--- src/rtl/tdm_pkg.sv ---
package tdm_pkg;

    typedef enum logic [1:0] {
        ST_IDLE = 2'd0,
        ST_SYNC = 2'd1,
        ST_RUN  = 2'd2
    } tdm_state_e;

    typedef struct packed {
        logic load;       // tick that opens a slot
        logic shift;      // tick inside a running frame
        logic word_done;  // tick that ends a slot's last bit
    } tdm_strobe_t;

endpackage

--- src/rtl/tdm_frame_ctrl.sv ---
module tdm_frame_ctrl
    import tdm_pkg::*;
#(
    parameter int MAXW   = 16,
    parameter int SLOT_W = 4,
    localparam int LEN_W = $clog2(MAXW),
    localparam int CNT_W = LEN_W + SLOT_W + 1
) (
    input  logic              clk,
    input  logic              rst_n,
    input  logic              tick,
    input  logic              enable,
    input  logic [LEN_W-1:0]  word_len_m1,
    input  logic [SLOT_W-1:0] slots_m1,
    output tdm_strobe_t       strobe,
    output logic              run,
    output logic              oe,
    output logic              fsync,
    output logic [SLOT_W-1:0] slot
);

    typedef struct packed {
        tdm_state_e        st;
        logic [SLOT_W-1:0] slot;
        logic [LEN_W-1:0]  bitn;
        logic [CNT_W-1:0]  left;
        logic              disarm;
        logic              last_fr;
    } ctrl_t;

    ctrl_t            ctl_d, ctl_q;
    logic [CNT_W-1:0] frame_bits;
    logic             dis;

    assign frame_bits = CNT_W'((int'(slots_m1) + 1) * (int'(word_len_m1) + 1));

    always_comb begin
        ctl_d  = ctl_q;
        strobe = '0;
        dis    = ctl_q.disarm || !enable;
        case (ctl_q.st)
            ST_IDLE: begin
                if (tick && enable) ctl_d.st = ST_SYNC;
            end
            ST_SYNC: begin
                if (tick) begin
                    ctl_d.st      = ST_RUN;
                    ctl_d.disarm  = dis;
                    ctl_d.slot    = '0;
                    ctl_d.bitn    = word_len_m1;
                    ctl_d.left    = frame_bits - 1'b1;
                    ctl_d.last_fr = 1'b0;
                    strobe.load   = 1'b1;
                end
            end
            default: begin
                if (tick) begin
                    strobe.shift     = 1'b1;
                    strobe.word_done = (ctl_q.bitn == '0);
                    ctl_d.disarm     = dis;
                    if (ctl_q.left == CNT_W'(3)) ctl_d.last_fr = dis;
                    if (ctl_q.left == '0) begin
                        ctl_d.slot = '0;
                        if (ctl_q.last_fr) begin
                            ctl_d.st      = ST_IDLE;
                            ctl_d.bitn    = '0;
                            ctl_d.disarm  = 1'b0;
                            ctl_d.last_fr = 1'b0;
                        end else begin
                            ctl_d.bitn    = word_len_m1;
                            ctl_d.left    = frame_bits - 1'b1;
                            ctl_d.last_fr = 1'b0;
                            strobe.load   = 1'b1;
                        end
                    end else begin
                        ctl_d.left = ctl_q.left - 1'b1;
                        if (ctl_q.bitn == '0) begin
                            ctl_d.slot  = ctl_q.slot + 1'b1;
                            ctl_d.bitn  = word_len_m1;
                            strobe.load = 1'b1;
                        end else begin
                            ctl_d.bitn = ctl_q.bitn - 1'b1;
                        end
                    end
                end
            end
        endcase
    end

    always_ff @(posedge clk or negedge rst_n) begin
        if (!rst_n) ctl_q <= '0;
        else        ctl_q <= ctl_d;
    end

    assign run   = (ctl_q.st == ST_RUN);
    assign oe    = (ctl_q.st != ST_IDLE);
    assign slot  = ctl_q.slot;
    assign fsync = (ctl_q.st == ST_SYNC) ||
                   (run && ctl_q.left == '0 && !ctl_q.last_fr && !ctl_q.disarm && enable);

endmodule

--- src/rtl/tdm_tx_path.sv ---
module tdm_tx_path
    import tdm_pkg::*;
#(
    parameter int MAXW   = 16,
    localparam int LEN_W = $clog2(MAXW)
) (
    input  logic             clk,
    input  logic             rst_n,
    input  tdm_strobe_t      strobe,
    input  logic             run,
    input  logic [LEN_W-1:0] word_len_m1,
    input  logic [MAXW-1:0]  tx_word,
    input  logic             tx_write,
    output logic             sdo,
    output logic             tx_full
);

    typedef struct packed {
        logic [MAXW-1:0] buf_w;
        logic            full;
        logic [MAXW-1:0] sh;
    } tx_t;

    tx_t tx_d, tx_q;

    always_comb begin
        tx_d = tx_q;
        if (strobe.load) begin
            tx_d.sh   = tx_q.full ? tx_q.buf_w : '0;
            tx_d.full = 1'b0;
        end else if (strobe.shift) begin
            tx_d.sh = {tx_q.sh[MAXW-2:0], 1'b0};
        end
        if (tx_write) begin
            tx_d.buf_w = tx_word;
            tx_d.full  = 1'b1;
        end
    end

    always_ff @(posedge clk or negedge rst_n) begin
        if (!rst_n) tx_q <= '0;
        else        tx_q <= tx_d;
    end

    assign sdo     = run && tx_q.sh[word_len_m1];
    assign tx_full = tx_q.full;

endmodule

--- src/rtl/tdm_rx_path.sv ---
module tdm_rx_path
    import tdm_pkg::*;
#(
    parameter int MAXW   = 16,
    localparam int LEN_W = $clog2(MAXW)
) (
    input  logic             clk,
    input  logic             rst_n,
    input  tdm_strobe_t      strobe,
    input  logic             idle,
    input  logic [LEN_W-1:0] word_len_m1,
    input  logic             sdi,
    input  logic             rx_read,
    output logic [MAXW-1:0]  rx_word,
    output logic             rx_full,
    output logic             rx_ovf
);

    typedef struct packed {
        logic [MAXW-1:0] sh;
        logic [MAXW-1:0] shadow;
        logic            shadow_ok;
        logic [MAXW-1:0] buf_w;
        logic            full;
        logic            ovf;
    } rx_t;

    rx_t             rx_d, rx_q;
    logic [MAXW-1:0] mask;
    logic [MAXW-1:0] move_val;
    logic            move;

    always_comb begin
        for (int i = 0; i < MAXW; i++) mask[i] = (i <= int'(word_len_m1));
    end

    always_comb begin
        rx_d     = rx_q;
        move     = 1'b0;
        move_val = rx_q.shadow;
        if (rx_read) begin
            rx_d.full = 1'b0;
            rx_d.ovf  = 1'b0;
        end
        if (strobe.shift) rx_d.sh = {rx_q.sh[MAXW-2:0], sdi};
        if (strobe.word_done) begin
            move           = rx_q.shadow_ok;
            rx_d.shadow    = {rx_q.sh[MAXW-2:0], sdi} & mask;
            rx_d.shadow_ok = 1'b1;
        end else if (idle && rx_q.shadow_ok) begin
            move           = 1'b1;
            rx_d.shadow_ok = 1'b0;
        end
        if (move) begin
            rx_d.buf_w = move_val;
            rx_d.full  = 1'b1;
            if (rx_q.full && !rx_read) rx_d.ovf = 1'b1;
        end
    end

    always_ff @(posedge clk or negedge rst_n) begin
        if (!rst_n) rx_q <= '0;
        else        rx_q <= rx_d;
    end

    assign rx_word = rx_q.buf_w;
    assign rx_full = rx_q.full;
    assign rx_ovf  = rx_q.ovf;

endmodule

--- src/rtl/tdm_serial_port.sv ---
module tdm_serial_port
    import tdm_pkg::*;
#(
    parameter int MAXW   = 16,
    parameter int SLOT_W = 4,
    localparam int LEN_W = $clog2(MAXW)
) (
    input  logic              clk,
    input  logic              rst_n,
    input  logic              bit_tick,
    input  logic              enable,
    input  logic [LEN_W-1:0]  word_len_m1,
    input  logic [SLOT_W-1:0] slots_m1,
    input  logic [MAXW-1:0]   tx_word,
    input  logic              tx_write,
    input  logic              rx_read,
    input  logic              sdi,
    output logic              sdo,
    output logic              fsync,
    output logic              pin_oe,
    output logic [SLOT_W-1:0] slot,
    output logic              tx_full,
    output logic [MAXW-1:0]   rx_word,
    output logic              rx_full,
    output logic              rx_ovf,
    output logic              irq
);

    tdm_strobe_t strobe;
    logic        run;

    tdm_frame_ctrl #(.MAXW(MAXW), .SLOT_W(SLOT_W)) ctrl_i (
        .clk(clk), .rst_n(rst_n), .tick(bit_tick), .enable(enable),
        .word_len_m1(word_len_m1), .slots_m1(slots_m1),
        .strobe(strobe), .run(run), .oe(pin_oe), .fsync(fsync), .slot(slot)
    );

    tdm_tx_path #(.MAXW(MAXW)) tx_i (
        .clk(clk), .rst_n(rst_n), .strobe(strobe), .run(run),
        .word_len_m1(word_len_m1), .tx_word(tx_word), .tx_write(tx_write),
        .sdo(sdo), .tx_full(tx_full)
    );

    tdm_rx_path #(.MAXW(MAXW)) rx_i (
        .clk(clk), .rst_n(rst_n), .strobe(strobe), .idle(!pin_oe),
        .word_len_m1(word_len_m1), .sdi(sdi), .rx_read(rx_read),
        .rx_word(rx_word), .rx_full(rx_full), .rx_ovf(rx_ovf)
    );

    assign irq = rx_full || (pin_oe && !tx_full);

endmodule

--- config.mk ---
export PLATFORM = sky130hd
export DESIGN_NAME = tdm_serial_port
export DESIGN_NICKNAME = d
export VERILOG_FILES = /design/src/rtl/tdm_pkg.sv /design/src/rtl/tdm_frame_ctrl.sv /design/src/rtl/tdm_tx_path.sv /design/src/rtl/tdm_rx_path.sv /design/src/rtl/tdm_serial_port.sv
export SDC_FILE = /design/constraint.sdc
export NUM_CORES = 1
export LEC_CHECK = 0
export BUFFER_PORTS_ARGS = -buffer_cell sky130_fd_sc_hd__buf_2
export CORE_MARGIN = 2
export CORE_UTILIZATION = 50
export CTS_CLUSTER_DIAMETER = 120
export DETAILED_ROUTE_END_ITERATION = 10
export PLACE_DENSITY = 0.69
export RECOVER_POWER = 25
export SLEW_MARGIN = 15
export SYNTH_ARGS = -nofsm -noshare
export SYNTH_HDL_FRONTEND = slang
export SYNTH_SLANG_ARGS = --single-unit
--- constraint.sdc ---
create_clock -name clk -period 3.2 [get_ports clk]
set_clock_uncertainty 0.05 [all_clocks]
set_input_delay 0.32 -clock clk [delete_from_list [all_inputs] [get_ports clk]]
set_output_delay 0.32 -clock clk [all_outputs]
set_load 0.01 [all_outputs]
# Word-level counts from Yosys, hierarchy flattened
# Cells that the tools add are included.
[classes] n_addsub=6 multipliers=1 n_lt_le_gt_ge=16 n_eq_ne=6 muxes=36 bitwise_logic=2 n_reduce_logical=37
[ops] op="two-way mux 16 bit" count=3
[ops] op="two-way mux 21 bit" count=2
[ops] op="one-hot mux 19 bit (2 select lines)" count=1
[ops] op="<= comparator 4 bit, first input constant" count=8
[ops] op="multiplier 32 x 32 -> 9 bit" count=1
[ops] op="subtractor 9 x 1 -> 9 bit, second input constant" count=2
[ops] op="two-way mux 17 bit" count=1
[ops] op="AND 16 bit" count=1
[ops] op="<= comparator 3 x 4 -> 1 bit, first input constant" count=4
[ops] op="two-way mux 1 bit" count=14
[ops] op="two-way mux 2 bit" count=7
[ops] op="two-way mux 4 bit" count=3
[ops] op="nonzero test 2 bit" count=6
[ops] op="nonzero test 3 bit" count=4
[ops] op="adder 4 x 1 -> 5 bit, second input constant" count=2
[ops] op="equality test 9 x 2 -> 1 bit, second input constant" count=1
[ops] op="logical AND 1 bit" count=9
[ops] op="zero test 9 bit" count=1
[ops] op="two-way mux 9 bit" count=1
[ops] op="AND reduction 3 bit" count=3
[ops] op="<= comparator 2 x 4 -> 1 bit, first input constant" count=2
[ops] op="zero test 1 bit" count=6
[ops] op="less-than comparator 4 x 5 -> 1 bit, second input constant" count=1
[ops] op="AND reduction 5 bit" count=1
[ops] op="other kinds (18)" count=20
[word_totals] regBits=104 output_inout_bits=27

# Logic depth before layout (Yosys ltp)
# Gate-level depths: netlist of run 1.
[depth] word_depth=7 mapped_depth=17

# By module
# From an unflattened synthesis of run 1, not the netlist that was laid out.
[unflattened] cells_unflattened=566 area_unflattened_um2=5973.2
[modules_own_cells] module="tdm_frame_ctrl" n_inst=1 cells_each=272 area_per_inst_um2=2280.9 seq_area_each_um2=525.5
[modules_own_cells] module="tdm_rx_path" n_inst=1 cells_each=169 area_per_inst_um2=2159.6 seq_area_each_um2=1251.2
[modules_own_cells] module="tdm_tx_path" n_inst=1 cells_each=123 area_per_inst_um2=1517.7 seq_area_each_um2=825.8
[modules_own_cells] module="tdm_serial_port" n_inst=1 cells_each=2 area_per_inst_um2=15.0 seq_area_each_um2=0.0

# Least setup slack after synthesis of run 1
# OpenSTA, ideal clock, no wires.
[synth_timing] path_type="input port to flip-flop" from="in word_len_m1[0]" to="reg ctrl_i.ctl_q[8] (netlist bit)" t_arrival_ns=4.166 required_ns=3.021 setup_slack_ns=-1.145 stages=15 path_buffers=1 cell_sequence="buf_1 > and3_1 > xnor2_1 > or2_2 > fa_1 > fa_1 > inv_1 > fa_1 > ha_1 > ha_1 > a21oi_1 > nand2_1 > or3_1 > a31oi_1 > o21ai_0"
[synth_via] elab_chain_cells=7 word_cells_on_any_way=8 classes_between="2 x add/sub; 1 x mul; 5 x mux"
[synth_lines] item="from (decl)" line_no="tdm_serial_port.sv:12" rtl="input logic [LEN_W-1:0] word_len_m1,"
[synth_lines] item="adder 4 x 1 -> 5 bit *" line_no="tdm_frame_ctrl.sv:35" rtl="assign frame_bits = CNT_W'((int'(slots_m1) + 1) * (int'(word_len_m1) + 1));"
[synth_lines] item="multiplier 32 x 32 -> 9 bit *" line_no="tdm_frame_ctrl.sv:35"
[synth_lines] item="subtractor 9 x 1 -> 9 bit *" line_no="tdm_frame_ctrl.sv:51, tdm_frame_ctrl.sv:71"
[synth_lines] item="two-way mux 9 bit" line_no="tdm_frame_ctrl.sv:64" rtl="if (ctl_q.last_fr) begin"
[synth_lines] item="two-way mux 17 bit" line_no="tdm_frame_ctrl.sv:62" rtl="if (ctl_q.left == '0) begin"
[synth_lines] item="two-way mux 21 bit" line_no="tdm_frame_ctrl.sv:57" rtl="if (tick) begin"
[synth_lines] item="one-hot mux 19 bit (2 select lines) *" line_no="tdm_frame_ctrl.sv:41" rtl="case (ctl_q.st)"
[synth_lines] item="to (signal assigned)" line_no="tdm_frame_ctrl.sv:92" rtl="else ctl_q <= ctl_d;"
[synth_lines] item="to (decl)" line_no="tdm_frame_ctrl.sv:31" rtl="ctrl_t ctl_d, ctl_q;"
# Every way passes the cells marked *; elsewhere a longest branch is shown, timed or not. The select of a mux whose other input is x is not followed.
# A chain may end at the register's enable or synchronous reset.

# Final worst setup path of run 1
[layout_timing] from="in word_len_m1[1]" to="reg ctrl_i.ctl_q[8] (netlist bit)"
# The elaborated chain is that of the path after synthesis.

==> results of run 1 <==
[flip-flops by register name, indices dropped and copies added, names as in the netlist]
name	cells
rx_i.move_val	16
rx_i.rx_full	1
rx_i.rx_word	16
rx_i.rx_ovf	1
tx_i.tx_full	1
ctrl_i.ctl_q	17
tx_i.tx_q	32
rx_i.rx_q	16
ctrl_i.slot	4
[stage by stage]
step           hold WS [ps]  worst slack (ps)  total power [mW]  setup TNS (ps)  cell area, um^2
2_1_floorplan         -25.6              -631              3.73           -2500             6150
3_3_place_gp            412              -866              4.16           -4190             6580
3_5_place_dp            421              -949              4.26           -4640             6580
4_1_cts                84.2              -430              5.44           -1530             7030
5_1_grt                94.4              -518              5.96           -2270             7170
6_report               91.2              -464              5.55           -1680             7170
[cells by family (layout without fill, tap and decap cells)]
group | after synthesis | after routing | share of synthesized area [%]
flip-flops | 104 | 104 | 43.3
AND/OR/NAND/NOR | 167 | 167 | 14.4
adder cells (fa/ha/maj) | 39 | 39 | 9.62
XOR/XNOR | 12 | 12 | 1.75
buffers and inverters | 76 | 148 | 6.75
AO/OA/AOI/OAI | 123 | 123 | 13.0
multiplexers | 55 | 55 | 11.2
[report_power, final]
part	total, mW	switching (mW)	internal, mW
Sequential	2.11	0.374	1.74
Combinational	2.39	1.20	1.19
Clock	1.04	0.500	0.539
Total	5.55	2.07	3.47
[worst max-delay path, stage by stage]
cell and delay [ps]:
buf_8 110, and3_4 200, xnor2_4 140, or2_4 260, fa_1 470, fa_1 500
inv_1 50, fa_1 480, ha_4 290, ha_4 200, and4_1 210, or3_1 370
a31oi_1 180, o21ai_1 70
[worst max path at each step]
stage | from | end | cells after the start
finish | word_len_m1[1] | ctrl_i.ctl_q[8] | 14
floorplan | word_len_m1[2] | ctrl_i.ctl_q[10] | 14
detailed placement | word_len_m1[0] | ctrl_i.ctl_q[10] | 14
global placement | word_len_m1[0] | ctrl_i.ctl_q[10] | 14
global route | slots_m1[1] | ctrl_i.ctl_q[10] | 17
CTS | word_len_m1[1] | ctrl_i.ctl_q[10] | 14
[routing by layer]
metal	wire length (um)	track usage, %	up-vias
li1	-	-	2190
met1	5780	28.5	2263
met2	6280	34.9	126
met3	567	3.35	26
met4	250	7.07	0
met5	0	0	-
[layout make-up]
type / instances / area [um^2]
repair buffers: 110 / 747
flip-flops and latches: 104 / 2600
inverters: 22 / 82.6
fillers: 968 / 4690
multi-input cells: 396 / 3270
well taps: 147 / 184
clock inverters: 6 / 53.8
clock buffers: 10 / 229
[synth_stat cells, types with 4 or more instances]
library cell  count
ha_1             27
nor3_1            8
nor2b_1           6
nor2_1           39
mux2_2           48
xnor2_1           8
nand4_1          23
o31ai_1           6
a31oi_1          21
dfrtp_1         104
a21oi_1          21
xor2_1            4
buf_4            21
fa_1             12
a21o_1            6
nand2_1          36
a211oi_1          5
clkbuf_1         26
mux4_2            5
o21ai_0          39
nand3_1          24
inv_1            22
o211ai_1          4
nand2b_1          5
[repair_timing]
action                                  4_1_cts  5_1_grt
endpoints found under the setup margin        6        7
pin swaps                                    14       17
setup buffers                                 2        8
resized for setup                            33       18
==> run metrics, run 1 <==
layout cells sized above 1 33.3%; CP endpoint kind flop; Pins Over Slew Limit 78; first-pass GRT wire length 22.0 mm; CTS clk-pin slew, worst paths 70 ps; First DRT Iteration DRCs 206; reg2reg setup slack 400 ps; Cell Rows 40; Worst Path Max Fanout 4; post-layout util 60.5%; Slew @ Worst Pin 1880 ps; RSZ-0062 raised after global routing true; power density cells 773 nW/um^2; hold buffers post-CTS 0; DPL Wire Length 9.17 mm; Die H 114 um; count of different cell masters after synthesis 62; P&R area growth vs syn 19.3%; initial antenna violation count 0; H-tree levels 3; EDFF count, synth 0; cells on worst reg2reg path 8; final WL 12.9 mm; Routability Congestion 0.871; Post-Syn Nets 646; Rel. slew slack -25.4%; Worst Hold Path EP rx_i.rx_ovf; vias 4,605; fmax 0.273 GHz; via density per instance 5.79; area leader, netlist dfrtp_1; critical path required time 3380 ps; drt drc 0; CP arrival 3850 ps; port bufs 57; die footprint 12,900 um^2; Tmin final 3660 ps; TritonCTS Sinks 104; final hold violations 0; MaxCap Viol Count 1; Die W 114 um; most frequent cells in the layout dfrtp_1, buf_2, buf_4; most common cell after layout, fill and taps aside dfrtp_1; Pre-Repair DR Iteration Count 6; Avg Inst Size Synth 10.4 um^2; pin count of the biggest net entering global routing 78; vias in the first global route 4,509; Hold Path Cell Cnt 2; Syn Std Cell Area 6010 um^2; fin crit share 115%; post-synthesis sequential area ratio 43.3%; Synth top area share 43.3%; Hold Startpoint rx_read; Synthesis Warnings 0; FF+latch count, synth 104; ANT nets after route 0; Final WS setup -464 ps; Hold/Removal Path Class input port to flop; reg-to-reg endpoint tx_i.tx_q[1]; WS Path Type input port to flop; worst r2r src ctrl_i.ctl_q[2]; CTS max path bufs 2; outcome complete, but fails checks; clk root buf clkbuf_16; I/O pins 58; TritonCTS buffer count 9; clk_lat worst skew 340 ps; final net count 713; element type at the critical path start input port; synthesized instance count 576; Remaining Overflow, GRT 0; routed len/inst 16.2 um; CTS tree done; diode count 0; dominant synthesized flop cell dfrtp_1; core box area 11,900 um^2; # placed instances 769; Final setup violation count 6; Worst VDD drop 0.484 mV; Initial Utilization 50.7%; failing checks max-capacitance violations, max-slew violations, negative setup slack; Leak Pwr 3.29 nW; top cells by area, synth dfrtp_1, mux2_2, ha_1, fa_1, o21ai_0; async set-reset flop share out of synthesis 100%; GRT Total Usage 21.1%; final cell count without fillers 795
Power figures use the tool's default switching activity.
==> run 2, diff against run 1 <==
--- a/config.mk
+++ b/config.mk
@@ -15,4 +15,5 @@
 export SLEW_MARGIN = 15
 export SYNTH_ARGS = -nofsm -noshare
 export SYNTH_HDL_FRONTEND = slang
+export SYNTH_HIERARCHICAL = 1
 export SYNTH_SLANG_ARGS = --single-unit
==> run 2 against run 1 <==
Compared with the run above: the flow finishes with violations (negative setup slack); first-iteration DRC count decreased by 11%; total power increased by 2.3%; sequential cell count stayed put; clock-buffer cell count shrank 1; non-clock buffer count fell by 22; setup slack improved by 410 ps; via count shrank 9.0%; routed wire length fell by 6.8%; maximum frequency increased by 13%.
==> run metrics, run 2 <==
FF+latch count, synth 104 (unchanged); routed len/inst 15.7 um (was 16.2 um); core box area 11,500 um^2 (was 11,900 um^2); failing checks negative setup slack (was max-capacitance violations, max-slew violations, negative setup slack); final hold violations 0 (unchanged); reg2reg setup slack 730 ps (was 400 ps); Reg with most FFs tx_i/tx_q (was tx_i.tx_q); vias 4,191 (was 4,605); clk root buf clkbuf_16 (unchanged); worst r2r src ctrl_i/ctl_q[20] (was ctrl_i.ctl_q[2]); Pre-Repair DR Iteration Count 4 (was 6); Layout Cell Area excl Fill 6920 um^2 (was 7170 um^2); async set-reset flop share out of synthesis 100% (unchanged); Slew @ Worst Pin 1380 ps (was 1880 ps); cell breakdown of the critical path buf_8, ha_4, xor2_4, and2_4, fa_1, inv_1, fa_1, fa_1, inv_2, ha_4, a211oi_4, nor3b_2, o22ai_2, xnor2_1, o21ai_1 (was buf_8, and3_4, xnor2_4, or2_4, fa_1, fa_1, inv_1, fa_1, ha_4, ha_4, and4_1, or3_1, a31oi_1, o21ai_1); count of different cell masters after synthesis 63 (was 62); synth cell count leaders dfrtp_1, inv_1, nand2_1, mux2_2, o21ai_0 (was dfrtp_1, mux2_2, nor2_1, o21ai_0, nand2_1); Post-Syn Nets 631 (was 646); Power Total 5.67 mW (was 5.55 mW); I/O pins 58 (unchanged); layout cells sized above 1 31.0% (was 33.3%); Filler cells 967 (was 968); Final setup violation count 4 (was 6); Slowest-stage cell, CP fa_1 (unchanged); clk_lat worst skew 360 ps (was 340 ps); Final WS setup -50.9 ps (was -464 ps); Routability Congestion 0.816 (was 0.871); post-synthesis sequential area ratio 43.6% (was 43.3%); vias in the first global route 4,161 (was 4,509); Worst VDD drop 0.279 mV (was 0.484 mV); port bufs 57 (unchanged); final WL 12.0 mm (was 12.9 mm); outcome complete, but fails checks (unchanged); TritonCTS Sinks 104 (unchanged); CTS clk-pin slew, worst paths 80 ps (was 70 ps); max FFs per register 32 (unchanged); Synthesis Warnings 6 (was 0); Worst Setup SP word_len_m1[0] (was word_len_m1[1]); final net count 683 (was 713); CP max stage delay 500 ps (about the same); dominant synthesized flop cell dfrtp_1 (unchanged); critical path required time 3380 ps (about the same); Die W 113 um (was 114 um); P&R area growth vs syn 15.9% (was 19.3%); DPL Wire Length 8.52 mm (was 9.17 mm); fin crit share 102% (was 115%); CP endpoint ctrl_i/ctl_q[10] (was ctrl_i.ctl_q[8]); DP Area 6430 um^2 (was 6580 um^2); synthesized instance count 566 (was 576); setup total negative slack -179 ps (was -1680 ps); RSZ-0062 raised after global routing true (unchanged); reg-to-reg endpoint tx_i/tx_q[0] (was tx_i.tx_q[1]); power density cells 820 nW/um^2 (was 773 nW/um^2); area leader, netlist dfrtp_1 (unchanged); CP endpoint kind flop (unchanged); Syn Std Cell Area 5970 um^2 (was 6010 um^2); cells on worst reg2reg path 7 (was 8); Die H 113 um (was 114 um); via density per instance 5.47 (was 5.79); Worst Path Max Fanout 4 (unchanged); TritonCTS buffer count 9 (unchanged); top cells by area, synth dfrtp_1, mux2_2, ha_1, fa_1, mux2i_1 (was dfrtp_1, mux2_2, ha_1, fa_1, o21ai_0); fmax 0.308 GHz (was 0.273 GHz); diode count 0 (unchanged); CTS max path bufs 2 (unchanged); First DRT Iteration DRCs 184 (was 206); EDFF count, synth 0 (unchanged); Leak Pwr 3.22 nW (was 3.29 nW); Cell Rows 39 (was 40); multi-input combinational cell area 3030 um^2 (was 3270 um^2); count leader, synth dfrtp_1 (unchanged); Hold/Removal Path Class input port to flop (unchanged); largest registers tx_i/tx_q x32, ctrl_i/ctl_q x17 (was tx_i.tx_q x32, ctrl_i.ctl_q x17); most common cell after layout, fill and taps aside dfrtp_1 (unchanged); H-tree levels 3 (unchanged); CP arrival 3430 ps (was 3850 ps); GRT Total Usage 19.9% (was 21.1%); pin count of the biggest net entering global routing 55 (was 78); initial antenna violation count 0 (unchanged); FF+latch area 2600 um^2 (unchanged); first-pass GRT wire length 20.4 mm (was 22.0 mm); Rel. slew slack 7.89% (was -25.4%); MaxCap Viol Count 0 (was 1); drt drc 0 (unchanged); Avg Inst Size Synth 10.6 um^2 (was 10.4 um^2); Tmin final 3250 ps (was 3660 ps); CP dominant cell by count fa_1 (unchanged); ANT nets after route 0 (unchanged); die footprint 12,800 um^2 (was 12,900 um^2); Remaining Overflow, GRT 0 (unchanged); WS Path Type input port to flop (unchanged); Pins Over Slew Limit 0 (was 78); CTS tree done (unchanged); element type at the critical path start input port (unchanged); Synth top area share 43.6% (was 43.3%); Initial Utilization 51.9% (was 50.7%); most frequent cells in the layout dfrtp_1, inv_1, buf_2 (was dfrtp_1, buf_2, buf_4)
-- run 2: cell type report --
type                    count  area share, %
inverters                  55           2.98
clock buffers               9           3.25
well taps                 143           2.59
multi-input cells         360           43.8
clock inverters             7           1.57
flip-flops and latches    104           37.6
repair buffers             88           8.24
-- run 2: logic make-up (layout without fill, tap and decap cells) --
kind of cell	after synthesis	in the layout	share of synthesized area, %
simple gates	131	131	10.6
fa+ha+maj	34	34	8.63
buf+inv	102	159	8.73
compound gates	111	111	12.6
xor+xnor	11	11	1.61
flops	104	104	43.6
mux	73	73	14.2
-- run 2: worst min-delay path by stage --
stage / start / endpoint / slack, ps / cells after the start
3_3_place_gp: rst_n / tx_i/tx_q[26] / 360 / 1
2_1_floorplan: rst_n / ctrl_i/ctl_q[0] / -30 / 0
6_report: rx_read / rx_i/rx_ovf / 100 / 2
5_1_grt: rx_read / rx_i/rx_ovf / 100 / 2
3_5_place_dp: rst_n / tx_i/tx_q[28] / 370 / 1
4_1_cts: rx_read / rx_i/rx_ovf / 90 / 2
-- run 2: what timing repair did --
item                                    CTS  global route
resized for setup                        11            18
hold buffers                              1             0
endpoints found under the hold margin    38             0
setup buffers                             1             0
endpoints found under the setup margin    4             5
pin swaps                                18            13
-- run 2: where the power goes --
part           internal [mW]  leakage [nW]  switching, mW  total [mW]
Combinational           1.12          1.79           1.11        2.22
Clock                  0.702         0.164          0.525        1.23
Sequential              1.84          1.26          0.390        2.23
Total                   3.65          3.22           2.02        5.67
-- run 2: layer usage --
layer  part of all wire, %  vias up  GRT usage (%)
met5                     0        -              0
met4                   1.0        0           5.77
li1                      -     2039              -
met2                    47       90           31.0
met3                   4.0        9           4.61
met1                    48     2053           28.1
-- run 2: critical path: cells and delay by family --
| kind | cells | cell delay, ps |
|---|---|---|
| AO/OA/AOI/OAI | 3 | 240 |
| XOR/XNOR | 2 | 360 |
| adder cells (fa/ha/maj) | 5 | 1900 |
| buffers and inverters | 3 | 200 |
| AND/OR/NAND/NOR | 2 | 410 |
-- run 2: per-stage QoR --
step / worst slack [ps] / instances / hold slack, ps / utilization [%]
6_report: -50.9 / 766 / 95.7 / 60.1
5_1_grt: -184 / 766 / 101 / 60.1
4_1_cts: -47.1 / 766 / 89.0 / 59.3
3_5_place_dp: -514 / 748 / 369 / 55.9
3_3_place_gp: -457 / 748 / 362 / 55.9
2_1_floorplan: -225 / 566 / -25.6 / -
